## src/rtl/usart_tx_pkg.sv

```systemverilog
package usart_tx_pkg;

   typedef enum logic [1:0] {
      MODE_ASYNC    = 2'b00,
      MODE_CLOCKED  = 2'b01,
      MODE_RESERVED = 2'b10,
      MODE_SPI_HOST = 2'b11
   } link_mode_e;

   typedef enum logic [1:0] {
      PAR_OFF     = 2'b00,
      PAR_OFF_ALT = 2'b01,
      PAR_EVEN    = 2'b10,
      PAR_ODD     = 2'b11
   } parity_sel_e;

   // number of data bits for a 3-bit character-size code
   function automatic logic [3:0] char_bits(input logic [2:0] code);
      case (code)
         3'b000:  char_bits = 4'd5;
         3'b001:  char_bits = 4'd6;
         3'b010:  char_bits = 4'd7;
         3'b111:  char_bits = 4'd9;
         default: char_bits = 4'd8;
      endcase
   endfunction

endpackage

```

## src/rtl/usart_tx_fmt.sv

```systemverilog
module usart_tx_fmt
   import usart_tx_pkg::*;
#(
   parameter int unsigned CHAR_W  = 9,
   parameter int unsigned FRAME_W = 13,
   parameter int unsigned CNT_W   = 4
) (
   input  logic [CHAR_W-1:0]  char_i,
   input  logic [2:0]         size_code,
   input  logic [1:0]         par_mode,
   input  logic               stop_two,
   output logic [FRAME_W-1:0] frame_o,
   output logic [CNT_W-1:0]   len_o
);

   generate
      if (FRAME_W < CHAR_W + 4) begin : g_bad_frame
         $error("usart_tx_fmt: FRAME_W too small for CHAR_W");
      end
      if ((1 << CNT_W) <= FRAME_W) begin : g_bad_cnt
         $error("usart_tx_fmt: CNT_W cannot hold FRAME_W");
      end
   endgenerate

   parity_sel_e       psel;
   logic [3:0]        nbits;
   logic [CHAR_W-1:0] mask;
   logic              par_en;
   logic              par_bit;

   always_comb begin
      psel   = parity_sel_e'(par_mode);
      nbits  = char_bits(size_code);
      for (int i = 0; i < CHAR_W; i++) mask[i] = (i < int'(nbits));
      par_en  = (psel == PAR_EVEN) || (psel == PAR_ODD);
      par_bit = (^(char_i & mask)) ^ (psel == PAR_ODD);
      frame_o    = '1;
      frame_o[0] = 1'b0;
      for (int i = 0; i < CHAR_W; i++)
         if (mask[i]) frame_o[i+1] = char_i[i];
      for (int i = 1; i < FRAME_W; i++)
         if (par_en && (i == int'(nbits) + 1)) frame_o[i] = par_bit;
      len_o = CNT_W'(1) + CNT_W'(nbits) + CNT_W'(par_en)
            + (stop_two ? CNT_W'(2) : CNT_W'(1));
   end

endmodule

```

## src/rtl/usart_tx_hold.sv

```systemverilog
module usart_tx_hold #(
   parameter int unsigned LOW_W   = 8,
   parameter bit          NINE_EN = 1'b1
) (
   input  logic             clk,
   input  logic             rst_n,
   input  logic             ninth_we,
   input  logic             ninth_d,
   input  logic             data_we,
   input  logic [LOW_W-1:0] data_d,
   input  logic             take,
   output logic [LOW_W:0]   char_q,
   output logic             full_o
);

   logic ninth_q;

   generate
      if (NINE_EN) begin : g_ninth
         always_ff @(posedge clk) begin
            if (!rst_n)        ninth_q <= 1'b0;
            else if (ninth_we) ninth_q <= ninth_d;
         end
      end else begin : g_no_ninth
         assign ninth_q = 1'b0;
      end
   endgenerate

   always_ff @(posedge clk) begin
      if (!rst_n) begin
         char_q <= '0;
         full_o <= 1'b0;
      end else if (data_we) begin
         char_q <= {ninth_q, data_d};
         full_o <= 1'b1;
      end else if (take) begin
         full_o <= 1'b0;
      end
   end

   assert_write_fills_R7: assert property (@(posedge clk) disable iff (!rst_n)
      data_we |=> full_o);

   assert_take_needs_full_R7: assert property (@(posedge clk) disable iff (!rst_n)
      take |-> full_o);

endmodule

```

## src/rtl/usart_tx_shift.sv

```systemverilog
module usart_tx_shift #(
   parameter int unsigned FRAME_W = 13,
   parameter int unsigned CNT_W   = 4,
   parameter bit          OUT_REG = 1'b0
) (
   input  logic               clk,
   input  logic               rst_n,
   input  logic               tick,
   input  logic               go,
   input  logic               have,
   input  logic [FRAME_W-1:0] frame_i,
   input  logic [CNT_W-1:0]   len_i,
   output logic               take_o,
   output logic               busy_o,
   output logic               end_o,
   output logic               line_o
);

   logic [FRAME_W-1:0] sh_q;
   logic [CNT_W-1:0]   cnt_q;
   logic               last;
   logic               line_c;

   assign last   = busy_o && (cnt_q == CNT_W'(1));
   assign take_o = tick && go && have && (!busy_o || last);
   assign end_o  = tick && last && !take_o;
   assign line_c = busy_o ? sh_q[0] : 1'b1;

   always_ff @(posedge clk) begin
      if (!rst_n) begin
         sh_q   <= '1;
         cnt_q  <= '0;
         busy_o <= 1'b0;
      end else if (take_o) begin
         sh_q   <= frame_i;
         cnt_q  <= len_i;
         busy_o <= 1'b1;
      end else if (tick && busy_o) begin
         sh_q  <= {1'b1, sh_q[FRAME_W-1:1]};
         cnt_q <= cnt_q - CNT_W'(1);
         if (last) busy_o <= 1'b0;
      end
   end

   generate
      if (OUT_REG) begin : g_line_reg
         logic line_q;
         always_ff @(posedge clk) begin
            if (!rst_n) line_q <= 1'b1;
            else        line_q <= line_c;
         end
         assign line_o = line_q;
      end else begin : g_line_comb
         assign line_o = line_c;
      end
   endgenerate

   assert_count_live_R3: assert property (@(posedge clk) disable iff (!rst_n)
      busy_o |-> (cnt_q != '0));

   assert_load_only_async_R9: assert property (@(posedge clk) disable iff (!rst_n)
      take_o |-> go);

   assert_load_on_tick_R7: assert property (@(posedge clk) disable iff (!rst_n)
      take_o |=> busy_o);

endmodule

```

## src/rtl/usart_tx_core.sv

```systemverilog
module usart_tx_core
   import usart_tx_pkg::*;
#(
   parameter int unsigned LOW_W   = 8,
   parameter bit          NINE_EN = 1'b1,
   parameter bit          OUT_REG = 1'b0
) (
   input  logic             clk,
   input  logic             rst_n,
   input  logic             tx_enable,
   input  logic [1:0]       link_mode,
   input  logic [1:0]       par_mode,
   input  logic             stop_two,
   input  logic             size_hi,
   input  logic [1:0]       size_lo,
   input  logic             ninth_we,
   input  logic             ninth_d,
   input  logic             data_we,
   input  logic [LOW_W-1:0] data_d,
   input  logic             bit_tick,
   output logic             tx_line,
   output logic             pin_override,
   output logic             buf_empty,
   output logic             tx_done
);

   localparam int unsigned CHAR_W  = LOW_W + 1;
   localparam int unsigned FRAME_W = CHAR_W + 4;
   localparam int unsigned CNT_W   = $clog2(FRAME_W + 1);

   generate
      if (LOW_W != 8) begin : g_bad_width
         $error("usart_tx_core: size decode assumes an 8-bit low byte");
      end
   endgenerate

   logic [CHAR_W-1:0]  char_q;
   logic               full;
   logic               take;
   logic               busy;
   logic               frame_end;
   logic               go;
   logic               active_q;
   logic               done_q;
   logic [FRAME_W-1:0] frame;
   logic [CNT_W-1:0]   frame_len;

   assign go = active_q && (link_mode_e'(link_mode) == MODE_ASYNC);

   usart_tx_hold #(.LOW_W(LOW_W), .NINE_EN(NINE_EN)) u_hold (
      .clk      (clk),
      .rst_n    (rst_n),
      .ninth_we (ninth_we),
      .ninth_d  (ninth_d),
      .data_we  (data_we),
      .data_d   (data_d),
      .take     (take),
      .char_q   (char_q),
      .full_o   (full)
   );

   usart_tx_fmt #(.CHAR_W(CHAR_W), .FRAME_W(FRAME_W), .CNT_W(CNT_W)) u_fmt (
      .char_i    (char_q),
      .size_code ({size_hi, size_lo}),
      .par_mode  (par_mode),
      .stop_two  (stop_two),
      .frame_o   (frame),
      .len_o     (frame_len)
   );

   usart_tx_shift #(.FRAME_W(FRAME_W), .CNT_W(CNT_W), .OUT_REG(OUT_REG)) u_shift (
      .clk     (clk),
      .rst_n   (rst_n),
      .tick    (bit_tick),
      .go      (go),
      .have    (full),
      .frame_i (frame),
      .len_i   (frame_len),
      .take_o  (take),
      .busy_o  (busy),
      .end_o   (frame_end),
      .line_o  (tx_line)
   );

   // the enable takes effect at once; its release waits for an empty pipe
   always_ff @(posedge clk) begin
      if (!rst_n)         active_q <= 1'b0;
      else if (tx_enable) active_q <= 1'b1;
      else if (!busy && !full) active_q <= 1'b0;
   end

   always_ff @(posedge clk) begin
      if (!rst_n)                  done_q <= 1'b0;
      else if (data_we)            done_q <= 1'b0;
      else if (frame_end && !full) done_q <= 1'b1;
   end

   assign pin_override = active_q;
   assign buf_empty    = !full;
   assign tx_done      = done_q;

   assert_enable_claims_R1: assert property (@(posedge clk) disable iff (!rst_n)
      tx_enable |=> pin_override);

   assert_idle_line_high_R1: assert property (@(posedge clk) disable iff (!rst_n)
      !pin_override |-> tx_line);

   assert_hold_while_pending_R2: assert property (@(posedge clk) disable iff (!rst_n)
      (pin_override && !buf_empty) |=> pin_override);

   assert_write_clears_done_R8: assert property (@(posedge clk) disable iff (!rst_n)
      data_we |=> !tx_done);

   assert_done_means_empty_R8: assert property (@(posedge clk) disable iff (!rst_n)
      tx_done |-> buf_empty);

endmodule

```

## config.mk

```make
export PLATFORM = sky130hd
export DESIGN_NAME = usart_tx_core
export DESIGN_NICKNAME = d
export VERILOG_FILES = /design/src/rtl/usart_tx_pkg.sv /design/src/rtl/usart_tx_fmt.sv /design/src/rtl/usart_tx_hold.sv /design/src/rtl/usart_tx_shift.sv /design/src/rtl/usart_tx_core.sv
export SDC_FILE = /design/constraint.sdc
export NUM_CORES = 1
export LEC_CHECK = 0
export BUFFER_PORTS_ARGS = -buffer_cell sky130_fd_sc_hd__buf_4
export CELL_PAD_IN_SITES_DETAIL_PLACEMENT = 0
export CELL_PAD_IN_SITES_GLOBAL_PLACEMENT = 2
export CORE_UTILIZATION = 34
export DETAILED_ROUTE_END_ITERATION = 6
export PLACE_DENSITY = 0.77
export SETUP_SLACK_MARGIN = 0.05
export SLEW_MARGIN = 20
export SYNTH_ARGS = -nofsm -noshare
export SYNTH_HDL_FRONTEND = slang
export SYNTH_SLANG_ARGS = --single-unit
```

## constraint.sdc

```tcl
create_clock -name clk -period 2.93 [get_ports clk]
set_input_delay 0.1465 -clock clk [delete_from_list [all_inputs] [get_ports clk]]
set_output_delay 0.1465 -clock clk [all_outputs]
set_load 0.03 [all_outputs]
```

==> impl_metrics.yaml <==
run_status:
  status: "complete, no violations"
cts:
  cts_tree: "built"
  max-clock-path-buffers: 2
  postCtsSetupBuffers: 0
  clockRootBuffer: "clkbuf_8"
  clock_latency_ns: 0.28
  ctsHtreeMaxLevel: 2
  clk_pin_slew_ns: 0.07
  cts_hold_buf: 0
  clkSinkCount: 31
  cts_made_buffers: 5
  cts_resized: 0
floorplanning:
  die_w_um: 73.5
  start_util_pct: 36.1
  die_h_um: 73.5
  io_pins: 27
  row_count: 25
  design.core.area_um2: 4820
  dieArea_um2: 5410
critical_path:
  critPathMaxStageDelay_ns: 0.57
  critPathRequiredTime_ns: 3.14
  cp_top_family: "simple AND/OR/NAND/NOR gates"
  arrival_ns: 2.19
  critPathBufInv: 0
  critical_path_class: "reg2reg"
  worstPathCellList: "nand2_1 -> nor4_1 -> xor2_1 -> o21ai_1 -> a21oi_1"
  cp-end-kind: "register"
  start_kind: "register"
  cpMaxStageDelayCell: "dfxtp_1"
  cp_max_fo: 17
placement:
  gp_congestion: 0.792
  portBuffers: 26
  dpl.hpwl_um: 2550
  dpl-instance-area_um2: 1960
timing:
  fin_skew_ns: 0.00333
  whs_ns: 0.0690
  hold_viol: 0
  timing.final.crit_share_pct: 67.5
  finalMaxSlewViolations: 0
  clock.fmax_mhz: 506
  slew_headroom_pct: 53.3
  tns_ns: 0
  worstMarginPinSlew_ns: 0.698
  grt_setup_unrepaired: "no"
  fin_crit_ns: 1.98
  setup_viol: 0
detailed_routing:
  drtIter0Drc: 47
  wl_um: 3680
  postRouteAntennaNets: 0
  via_per_inst: 4.92
  post_drt_wl_per_cell_um: 13.2
  drtPass1Iterations: 4
  remaining_drc_errors: 0
  via_count: 1367
power:
  p_leak_nw: 0.933
  vdd_ir_drop_max_mv: 0.163
  p_comb_share_pct: 17.2
  power_w: 0.00107
  seqPwrFrac_pct: 41.8
  clock_power_share_pct: 41.0
  switchingPower_w: 0.000264
  cell_internal_pwr_w: 0.000803
  p_per_area_nw_per_um2: 513
  swShare_pct: 24.7
grt:
  grt_overflow: 0
  grt_pass1_wl_um: 6280
  grt_pass1_vias: 1348
  grt_max_degree: 33
  grt_util_all_layers_pct: 15.5
  antenna_found_initial: 0
synth:
  synth_seq_cells: 31
  syn_nets: 221
  syn_avg_cell_area_um2: 9.15
  yosysSeqAreaShare_pct: 35.7
  ys.flop_type: "dfxtp_1"
  yosysTopAreaCell: "dfxtp_1"
  synth_area_um2: 1740
  yosysTopAreaCellShare_pct: 35.7
  synthArstFlopShare_pct: 0
  synth-edff-count: 0
  yosysWarnings: 0
  synthCells: 190
  synth_cell_type_count: 44
  synth_area_leaders: "dfxtp_1 (36%), mux2i_1 (9.2%), ha_1 (5.0%)"
cells_and_area:
  syn_to_final_growth_pct: 19.6
  fillers: 507
  post-route-cell-area_um2: 2080
  final_cell_mix: "dfxtp_1 (31), buf_4 (26), mux2i_1 (16)"
  drive_above_1_share_pct: 19.0
  n_antenna_cell: 0
  layout_commonest_cell: "dfxtp_1"
  final_nets: 241
worst_hold_path:
  hp-class: "in2reg"
flow_run:
  max_cap_viol_count: 0
==> stage by stage <==
step / instances / utilization (%) / worst slack, ns
after global placement: 270 / 40.8 / 0.907
after detailed placement: 270 / 40.8 / 0.859
after floorplan: 190 / - / 0.801
final: 278 / 43.2 / 0.954
after global routing: 278 / 43.2 / 0.609
after CTS: 278 / 43.2 / 0.899
==> cell usage after synthesis (2+ instances only) <==
cell type and number:
mux2i_1 16, o21a_1 4, dfxtp_1 31, and3_1 8, ha_1 7, nor4_1 2
inv_1 7, o221ai_1 2, o21ai_1 9, a211oi_1 6, xnor2_1 9, a21oi_1 7
xor2_1 6, nand3_1 3, clkbuf_1 9, buf_2 2, nand2_1 8, nand2b_1 3
nor2b_1 12, nor2_1 15
==> metal layers <==
layer	track usage (%)	up-vias	share of wire (%)
met3	2.88	5	3.2
met5	0	-	0
li1	-	701	-
met1	19.6	637	50
met4	8.76	0	1.7
met2	24.8	24	45
==> worst paths after layout <==
path	start	end	slack (ns)	cells past startpoint
setup / recovery	u_shift.busy_o	u_shift.cnt_q[3]	0.95	5
hold / removal	tx_enable	pin_override	0.07	2
setup reg to reg	u_shift.busy_o	u_shift.cnt_q[3]	0.95	5
hold reg to reg	u_shift.sh_q[12]	u_shift.sh_q[12]	0.46	1
==> worst register-to-register path, cell delays in order, from the launching register on <==
cell and delay [ns]:
dfxtp_1 0.57, nand2_1 0.53, nor4_1 0.41, xor2_1 0.19, o21ai_1 0.07, a21oi_1 0.13
==> cell families (layout without fill, tap and decap cells) <==
group           after synthesis  after routing  share of synthesized area, %
mux                          17             17                          9.86
xor+xnor                     17             17                          9.86
buf+inv                      20             41                          4.68
fa+ha+maj                     8              8                          6.19
compound gates               38             38                          15.4
simple gates                 59             59                          18.3
flops                        31             31                          35.7
==> flip-flops by register name, indices dropped and copies added (netlist names) <==
signal,flops
u_hold.ninth_q,1
u_hold.char_q,9
u_shift.busy_o,1
pin_override,1
u_shift.cnt_q,4
u_hold.full_o,1
u_shift.sh_q,13
tx_done,1
==> power by group through the flow <==
stage | Combinational, W | Clock (W) | Sequential (W)
after global placement | 0.000179 | 0 | 0.000456
after detailed placement | 0.000183 | 0 | 0.000456
final | 0.000183 | 0.000437 | 0.000447
after global routing | 0.000202 | 0.000465 | 0.000449
after CTS | 0.000184 | 0.000449 | 0.000447
after floorplan | 0.000133 | 0 | 0.000455
==> layout make-up <==
cell class | instances | area (µm²) | area share [%]
repair buffers | 26 | 195 | 9.38
clock inverters | 2 | 35.0 | 1.68
well taps | 67 | 83.8 | 4.03
inverters | 7 | 26.3 | 1.26
multi-input cells | 139 | 1040 | 49.8
clock buffers | 6 | 82.6 | 3.97
flip-flops and latches | 31 | 621 | 29.8
(Power assumes the default switching activity.)
